===== config.mk =====
export PLATFORM = sky130hd
export DESIGN_NAME = synth_serial_loader
export DESIGN_NICKNAME = d
export VERILOG_FILES = /design/src/rtl/sld_pkg.sv /design/src/rtl/sld_sync.sv /design/src/rtl/sld_shift_reg.sv /design/src/rtl/sld_latch_bank.sv /design/src/rtl/synth_serial_loader.sv
export SDC_FILE = /design/constraint.sdc
export NUM_CORES = 1
export LEC_CHECK = 0
export ABC_AREA = 1
export BUFFER_PORTS_ARGS = -buffer_cell sky130_fd_sc_hd__buf_2
export CAP_MARGIN = 20
export CORE_MARGIN = 1
export CORE_UTILIZATION = 45
export CTS_BUF_LIST = sky130_fd_sc_hd__clkbuf_8 sky130_fd_sc_hd__clkbuf_16
export DETAILED_ROUTE_END_ITERATION = 8
export PLACE_DENSITY = 0.66
export SLEW_MARGIN = 20
export SYNTH_ARGS = -nofsm -noshare
export SYNTH_HDL_FRONTEND = slang
export SYNTH_SLANG_ARGS = --single-unit

===== constraint.sdc =====
create_clock -name clk -period 3.85 [get_ports clk]
set_clock_uncertainty 0.15 [all_clocks]
set_input_delay 0.77 -clock clk [delete_from_list [all_inputs] [get_ports clk]]
set_output_delay 0.77 -clock clk [all_outputs]
set_load 0.1 [all_outputs]

===== src/rtl/sld_pkg.sv =====
package sld_pkg;
   localparam int DEF_REF_W    = 14;
   localparam int DEF_SWAL_W   = 7;
   localparam int DEF_MAIN_W   = 11;
   localparam int DEF_MIN      = 5;
   localparam int DEF_SYNC     = 2;

   typedef enum logic {
      ROUTE_DIV = 1'b0,
      ROUTE_REF = 1'b1
   } route_e;

   function automatic int imax(input int a, input int b);
      return (a > b) ? a : b;
   endfunction
endpackage


===== src/rtl/sld_sync.sv =====
module sld_sync #(
   parameter int STAGES = 2
) (
   input  logic clk,
   input  logic rst_n,
   input  logic din,
   output logic dout
);
   generate
      if (STAGES < 2) begin : g_bad
         $error("sld_sync: STAGES must be at least 2");
      end
   endgenerate

   logic [STAGES-1:0] chain_q;

   always_ff @(posedge clk or negedge rst_n) begin
      if (!rst_n) chain_q <= '0;
      else        chain_q <= {chain_q[STAGES-2:0], din};
   end

   assign dout = chain_q[STAGES-1];
endmodule


===== src/rtl/sld_shift_reg.sv =====
module sld_shift_reg #(
   parameter int WIDTH = 19
) (
   input  logic             clk,
   input  logic             rst_n,
   input  logic             shift_en,
   input  logic             bit_in,
   output logic [WIDTH-1:0] word
);
   generate
      if (WIDTH < 2) begin : g_bad
         $error("sld_shift_reg: WIDTH must be at least 2");
      end
   endgenerate

   always_ff @(posedge clk or negedge rst_n) begin
      if (!rst_n)        word <= '0;
      else if (shift_en) word <= {word[WIDTH-2:0], bit_in};
   end
endmodule


===== src/rtl/sld_latch_bank.sv =====
module sld_latch_bank
   import sld_pkg::*;
#(
   parameter int REF_W       = DEF_REF_W,
   parameter int SWAL_W      = DEF_SWAL_W,
   parameter int MAIN_W      = DEF_MAIN_W,
   parameter int MIN_RATIO   = DEF_MIN,
   parameter bit RANGE_CHECK = 1'b1,
   parameter int SR_W        = 1 + imax(REF_W + 3, SWAL_W + MAIN_W)
) (
   input  logic              clk,
   input  logic              rst_n,
   input  logic              load,
   input  logic [SR_W-1:0]   word,
   output logic [REF_W-1:0]  ref_ratio,
   output logic              presc_sel,
   output logic              phase_pol,
   output logic              mon_sel,
   output logic [SWAL_W-1:0] swallow,
   output logic [MAIN_W-1:0] main_ratio,
   output logic              ratio_err
);
   localparam int SW_POS  = REF_W + 1;
   localparam int FC_POS  = REF_W + 2;
   localparam int MON_POS = REF_W + 3;
   localparam int N_LO    = SWAL_W + 1;

   generate
      if (MON_POS > SR_W - 1 || N_LO + MAIN_W > SR_W) begin : g_bad
         $error("sld_latch_bank: SR_W too small for field layout");
      end
   endgenerate

   route_e              tag;
   logic [REF_W-1:0]    r_new;
   logic [SWAL_W-1:0]   a_new;
   logic [MAIN_W-1:0]   n_new;
   logic                r_ok;
   logic                n_ok;

   assign tag   = route_e'(word[0]);
   assign r_new = word[REF_W:1];
   assign a_new = word[SWAL_W:1];
   assign n_new = word[N_LO +: MAIN_W];

   generate
      if (RANGE_CHECK) begin : g_floor
         assign r_ok = (r_new >= REF_W'(MIN_RATIO));
         assign n_ok = (n_new >= MAIN_W'(MIN_RATIO));
      end else begin : g_nofloor
         assign r_ok = 1'b1;
         assign n_ok = 1'b1;
      end
   endgenerate

   always_ff @(posedge clk or negedge rst_n) begin
      if (!rst_n) begin
         ref_ratio  <= REF_W'(MIN_RATIO);
         presc_sel  <= 1'b0;
         phase_pol  <= 1'b1;
         mon_sel    <= 1'b0;
         swallow    <= '0;
         main_ratio <= MAIN_W'(MIN_RATIO);
         ratio_err  <= 1'b0;
      end else if (load) begin
         if (tag == ROUTE_REF) begin
            if (r_ok) begin
               ref_ratio <= r_new;
               presc_sel <= word[SW_POS];
               phase_pol <= word[FC_POS];
               mon_sel   <= word[MON_POS];
            end else begin
               ratio_err <= 1'b1;
            end
         end else begin
            if (n_ok) begin
               swallow    <= a_new;
               main_ratio <= n_new;
            end else begin
               ratio_err <= 1'b1;
            end
         end
      end
   end
endmodule


===== src/rtl/synth_serial_loader.sv =====
module synth_serial_loader
   import sld_pkg::*;
#(
   parameter int REF_W       = DEF_REF_W,
   parameter int SWAL_W      = DEF_SWAL_W,
   parameter int MAIN_W      = DEF_MAIN_W,
   parameter int MIN_RATIO   = DEF_MIN,
   parameter int SYNC_STAGES = DEF_SYNC,
   parameter bit RANGE_CHECK = 1'b1
) (
   input  logic              clk,
   input  logic              rst_n,
   input  logic              ser_clk,
   input  logic              ser_dat,
   input  logic              ser_le,
   output logic [REF_W-1:0]  ref_ratio,
   output logic              presc_sel,
   output logic              phase_pol,
   output logic              mon_sel,
   output logic [SWAL_W-1:0] swallow,
   output logic [MAIN_W-1:0] main_ratio,
   output logic              ratio_err
);
   localparam int SR_W   = 1 + imax(REF_W + 3, SWAL_W + MAIN_W);
   localparam int N_WIRE = 3;

   generate
      if (MIN_RATIO < 1 || MIN_RATIO >= (1 << MAIN_W)) begin : g_bad_min
         $error("synth_serial_loader: MIN_RATIO out of range");
      end
   endgenerate

   logic [N_WIRE-1:0] raw_in;
   logic [N_WIRE-1:0] syn;
   assign raw_in = {ser_le, ser_clk, ser_dat};

   generate
      for (genvar gi = 0; gi < N_WIRE; gi++) begin : g_sync
         sld_sync #(.STAGES(SYNC_STAGES)) u_sync (
            .clk  (clk),
            .rst_n(rst_n),
            .din  (raw_in[gi]),
            .dout (syn[gi])
         );
      end
   endgenerate

   logic dat_s, sck_s, le_s;
   assign dat_s = syn[0];
   assign sck_s = syn[1];
   assign le_s  = syn[2];

   logic sck_prev, le_prev;
   always_ff @(posedge clk or negedge rst_n) begin
      if (!rst_n) begin
         sck_prev <= 1'b0;
         le_prev  <= 1'b0;
      end else begin
         sck_prev <= sck_s;
         le_prev  <= le_s;
      end
   end

   logic sck_rise, le_rise;
   assign sck_rise = sck_s & ~sck_prev;
   assign le_rise  = le_s & ~le_prev;

   logic [SR_W-1:0] sr_word;

   sld_shift_reg #(.WIDTH(SR_W)) u_sr (
      .clk     (clk),
      .rst_n   (rst_n),
      .shift_en(sck_rise),
      .bit_in  (dat_s),
      .word    (sr_word)
   );

   sld_latch_bank #(
      .REF_W      (REF_W),
      .SWAL_W     (SWAL_W),
      .MAIN_W     (MAIN_W),
      .MIN_RATIO  (MIN_RATIO),
      .RANGE_CHECK(RANGE_CHECK),
      .SR_W       (SR_W)
   ) u_bank (
      .clk       (clk),
      .rst_n     (rst_n),
      .load      (le_rise),
      .word      (sr_word),
      .ref_ratio (ref_ratio),
      .presc_sel (presc_sel),
      .phase_pol (phase_pol),
      .mon_sel   (mon_sel),
      .swallow   (swallow),
      .main_ratio(main_ratio),
      .ratio_err (ratio_err)
   );
endmodule


==> impl_metrics.env <==
export IMPL_synth_fa_ha_area_share_pct=0
export IMPL_post_route_period_util_pct=57.4
export IMPL_final_weighted_congestion_of_routability_driven_global_placement=0.680
export IMPL_yosysWarnings=0
export IMPL_grt_setup_unrepaired="no"
export IMPL_antenna_cells=0
export IMPL_power_frac_seq_pct=35.1
export IMPL_clock_insertion_delay_worst_skew_ns=0.34
export IMPL_die_height_um=77.1
export IMPL_drt_pass1_iter_count=4
export IMPL_dieArea_sq_mm=0.00595
export IMPL_cp_slowest_stage_delay_ns=0.53
export IMPL_post_route_drc_count=0
export IMPL_yosysSeqAreaShare_pct=62.3
export IMPL_cts_repair_resized=0
export IMPL_drive_above_1_share_pct=38.4
export IMPL_cp_data_required_time_ns=2.93
export IMPL_crit_path_end_kind="output port"
export IMPL_clock_sinks=63
export IMPL_design_core_area_sq_mm=0.00527
export IMPL_grt_busiest_layer="met2"
export IMPL_crit_path_cell_trace="buf_2"
export IMPL_synth_compound_gate_area_share_pct=15.7
export IMPL_path_clk_slew_ns=0.07
export IMPL_clock_root_buffer="sky130_fd_sc_hd__clkbuf_8"
export IMPL_finish_net_count=279
export IMPL_grt_first_pass_wirelength_um=7290
export IMPL_hold_path_depth=0
export IMPL_detailed_route_vias_per_instance=4.65
export IMPL_slew_limit_headroom_pct=33.6
export IMPL_area_growth_pct=15.7
export IMPL_leakage_uw=0.00148
export IMPL_synth_simple_gate_area_share_pct=14.6
export IMPL_status="finished, final reports clean"
export IMPL_cts_buffer_depth=2
export IMPL_grt_use_met3_pct=3.93
export IMPL_hold_critical_path_endpoint="g_sync[1].u_sync.chain_q[1]"
export IMPL_r2r_start="u_sr.word[14]"
export IMPL_power_per_cell_area_mw_per_mm2=834
export IMPL_hold_buffers=0
export IMPL_report_final_slew_viol_count=0
export IMPL_critical_path_buf_inv_count=1
export IMPL_mostFrequentLayoutCell="sky130_fd_sc_hd__nand2_1"
export IMPL_share_clk_of_total_power_pct=23.9
export IMPL_max_vdd_ir_drop_uv=409
export IMPL_synth_top_cells_by_area="sky130_fd_sc_hd__dfrtp_1, sky130_fd_sc_hd__o21ai_2, sky130_fd_sc_hd__nand2_1"
export IMPL_xor_xnor_cell_area_share_of_the_yosys_netlist_pct=0
export IMPL_post_synth_inst_count=232
export IMPL_final_period_minus_worst_setup_slack_ns=2.21
export IMPL_power_switching_uw=1150
export IMPL_synthesis_area_per_instance_sq_um=10.9
export IMPL_worstHoldStart="g_sync[1].u_sync.chain_q[0]"
export IMPL_synth_cell_types=20
export IMPL_synth_top_cell_area_share_pct=57.1
export IMPL_path_class="flip-flop to output port"
export IMPL_holdCritPathClass="flip-flop to flip-flop"
export IMPL_synth_seq_cells=63
export IMPL_max_slew_worst_pin_slew_ns=0.994
export IMPL_finalSetupViolCount=0
export IMPL_grtUsageTotal_pct=16.3
export IMPL_worst_ep_arrival_time_ns=1.29
export IMPL_routedWlPerCell_um=11.8
export IMPL_htree_num_levels=3
export IMPL_p_int_uw=1300
export IMPL_power_share_switching_pct=46.9
export IMPL_row_count=26
export IMPL_power_frac_comb_pct=41.0
export IMPL_synth_mux_area_fraction_pct=0
export IMPL_r2r_end="u_bank.swallow[5]"
export IMPL_critPathMaxFanout=2
export IMPL_cap_violations=0
export IMPL_vias=1623
export IMPL_totalNegativeSetupSlack_ns=0
export IMPL_synth_top_family_by_area="compound AO/OA/AOI/OAI gates"
export IMPL_timing_final_hold_violations=0
export IMPL_layout_common_cells="sky130_fd_sc_hd__nand2_1, sky130_fd_sc_hd__dfrtp_1, sky130_fd_sc_hd__buf_2, sky130_fd_sc_hd__o21ai_2, sky130_fd_sc_hd__inv_1"
export IMPL_regToRegSetupSlack_ns=2.18
export IMPL_global_route_usage_met2_pct=23.7
export IMPL_synth_area_leader_cell="sky130_fd_sc_hd__dfrtp_1"
export IMPL_ant_nets=0
export IMPL_cts_buffers_inserted=9
export IMPL_detailedPlace_worstSlack_ns=1.94
export IMPL_placement_io_buffers=40
export IMPL_grt_max_degree=39
export IMPL_floorplan_initialDensity_pct=48.2
export IMPL_finalWorstSetupSlack_ns=1.64
export IMPL_io_pins=41
export IMPL_crit_path_from="u_bank.phase_pol"
export IMPL_globalRouteOverflowTotal=0
export IMPL_syn_area_sq_mm=0.00254
export IMPL_net_count_synth=237
export IMPL_grtUsageMet1_pct=21.1
export IMPL_fmaxAchievable_mhz=453
export IMPL_grt_antenna_before_repair=0
export IMPL_cts_tree="done"
export IMPL_fp_dieW_um=77.1
export IMPL_rr_worst_depth=7
export IMPL_worst_path_dominant_cell_family="flip-flops"
export IMPL_worstSetupStartpointType="flip-flop"
export IMPL_cts_setup_buffers=0
export IMPL_drt_total_wl_um=4110
export IMPL_post_dp_hpwl_um=2660
export IMPL_crit_path_top_delay_cell="sky130_fd_sc_hd__dfstp_2"
export IMPL_grt_pass1_vias=1575
export IMPL_drt_first_iter_violations=81
-- how the worst max path moves through the flow --
stage,endpoint,cells after the start
global placement,u_bank.ref_ratio[2],2
detailed placement,u_bank.ref_ratio[2],2
floorplan,main_ratio[8],0
CTS,ref_ratio[2],1
global route,phase_pol,1
finish,phase_pol,1
-- state kept, by name, summed over array words and instances (netlist names), 6 cells and up --
name                   count
g_sync.u_sync.chain_q      6
u_bank.swallow             7
u_bank.main_ratio         11
u_sr.word                 19
u_bank.ref_ratio          14
-- per-stage QoR --
| stage | cells | hold slack [ns] | area, sq um | total power [uW] | utilization (%) |
|---|---|---|---|---|---|
| finish | 349 | 0.197 | 2940 | 2450 | 55.7 |
| global route | 349 | 0.211 | 2940 | 2570 | 55.7 |
| CTS | 349 | 0.201 | 2940 | 2480 | 55.7 |
| detailed placement | 333 | 0.186 | 2730 | 1880 | 51.8 |
| global placement | 333 | 0.184 | 2730 | 1870 | 51.8 |
| floorplan | 232 | 0.181 | 2540 | 1750 | - |
-- kinds of logic (layout without fill, tap and decap cells) --
group                  count (synthesis)  in the layout
and+or+nand+nor                       83             83
AOI/OAI and AO/OA                     54             54
buffers and inverters                 32             79
DFF                                   63             63
-- per-layer routing --
layer  share of wire (%)  vias to the layer above
li1                    -                      823
met1                  50                      751
met2                  43                       40
met3                 4.2                        9
met4                 3.4                        0
met5                   0                        -
-- final cells by class --
cell class / count / area, sq um
inverters: 22 / 82.6
clock buffers: 12 / 165
multi-input cells: 137 / 768
clock inverters: 4 / 43.8
fillers: 486 / 2330
flip-flops and latches: 63 / 1580
well taps: 70 / 87.6
repair buffers: 41 / 208
-- Yosys cell counts --
library cell	n
sky130_fd_sc_hd__buf_12	2
sky130_fd_sc_hd__inv_1	19
sky130_fd_sc_hd__clkbuf_1	2
sky130_fd_sc_hd__nor2_4	2
sky130_fd_sc_hd__o21ai_0	19
sky130_fd_sc_hd__buf_2	2
sky130_fd_sc_hd__nor2_1	11
sky130_fd_sc_hd__or2_4	1
sky130_fd_sc_hd__nand3_1	3
sky130_fd_sc_hd__a21oi_1	1
sky130_fd_sc_hd__inv_2	3
sky130_fd_sc_hd__dfrtp_1	58
sky130_fd_sc_hd__buf_8	1
sky130_fd_sc_hd__nand2_2	1
sky130_fd_sc_hd__o21ai_2	34
sky130_fd_sc_hd__dfstp_2	5
sky130_fd_sc_hd__nor2_2	1
sky130_fd_sc_hd__buf_6	3
sky130_fd_sc_hd__nand2_1	60
sky130_fd_sc_hd__nand2_4	4
-- power groups by stage --
stage	registers (uW)	logic (uW)	clock network, uW
after floorplan	1470	278	0
after global placement	866	1010	0
after detailed placement	871	1010	0
after CTS	860	1010	604
after global routing	874	1060	628
final	859	1000	586
Power figures use the tool's default switching activity.
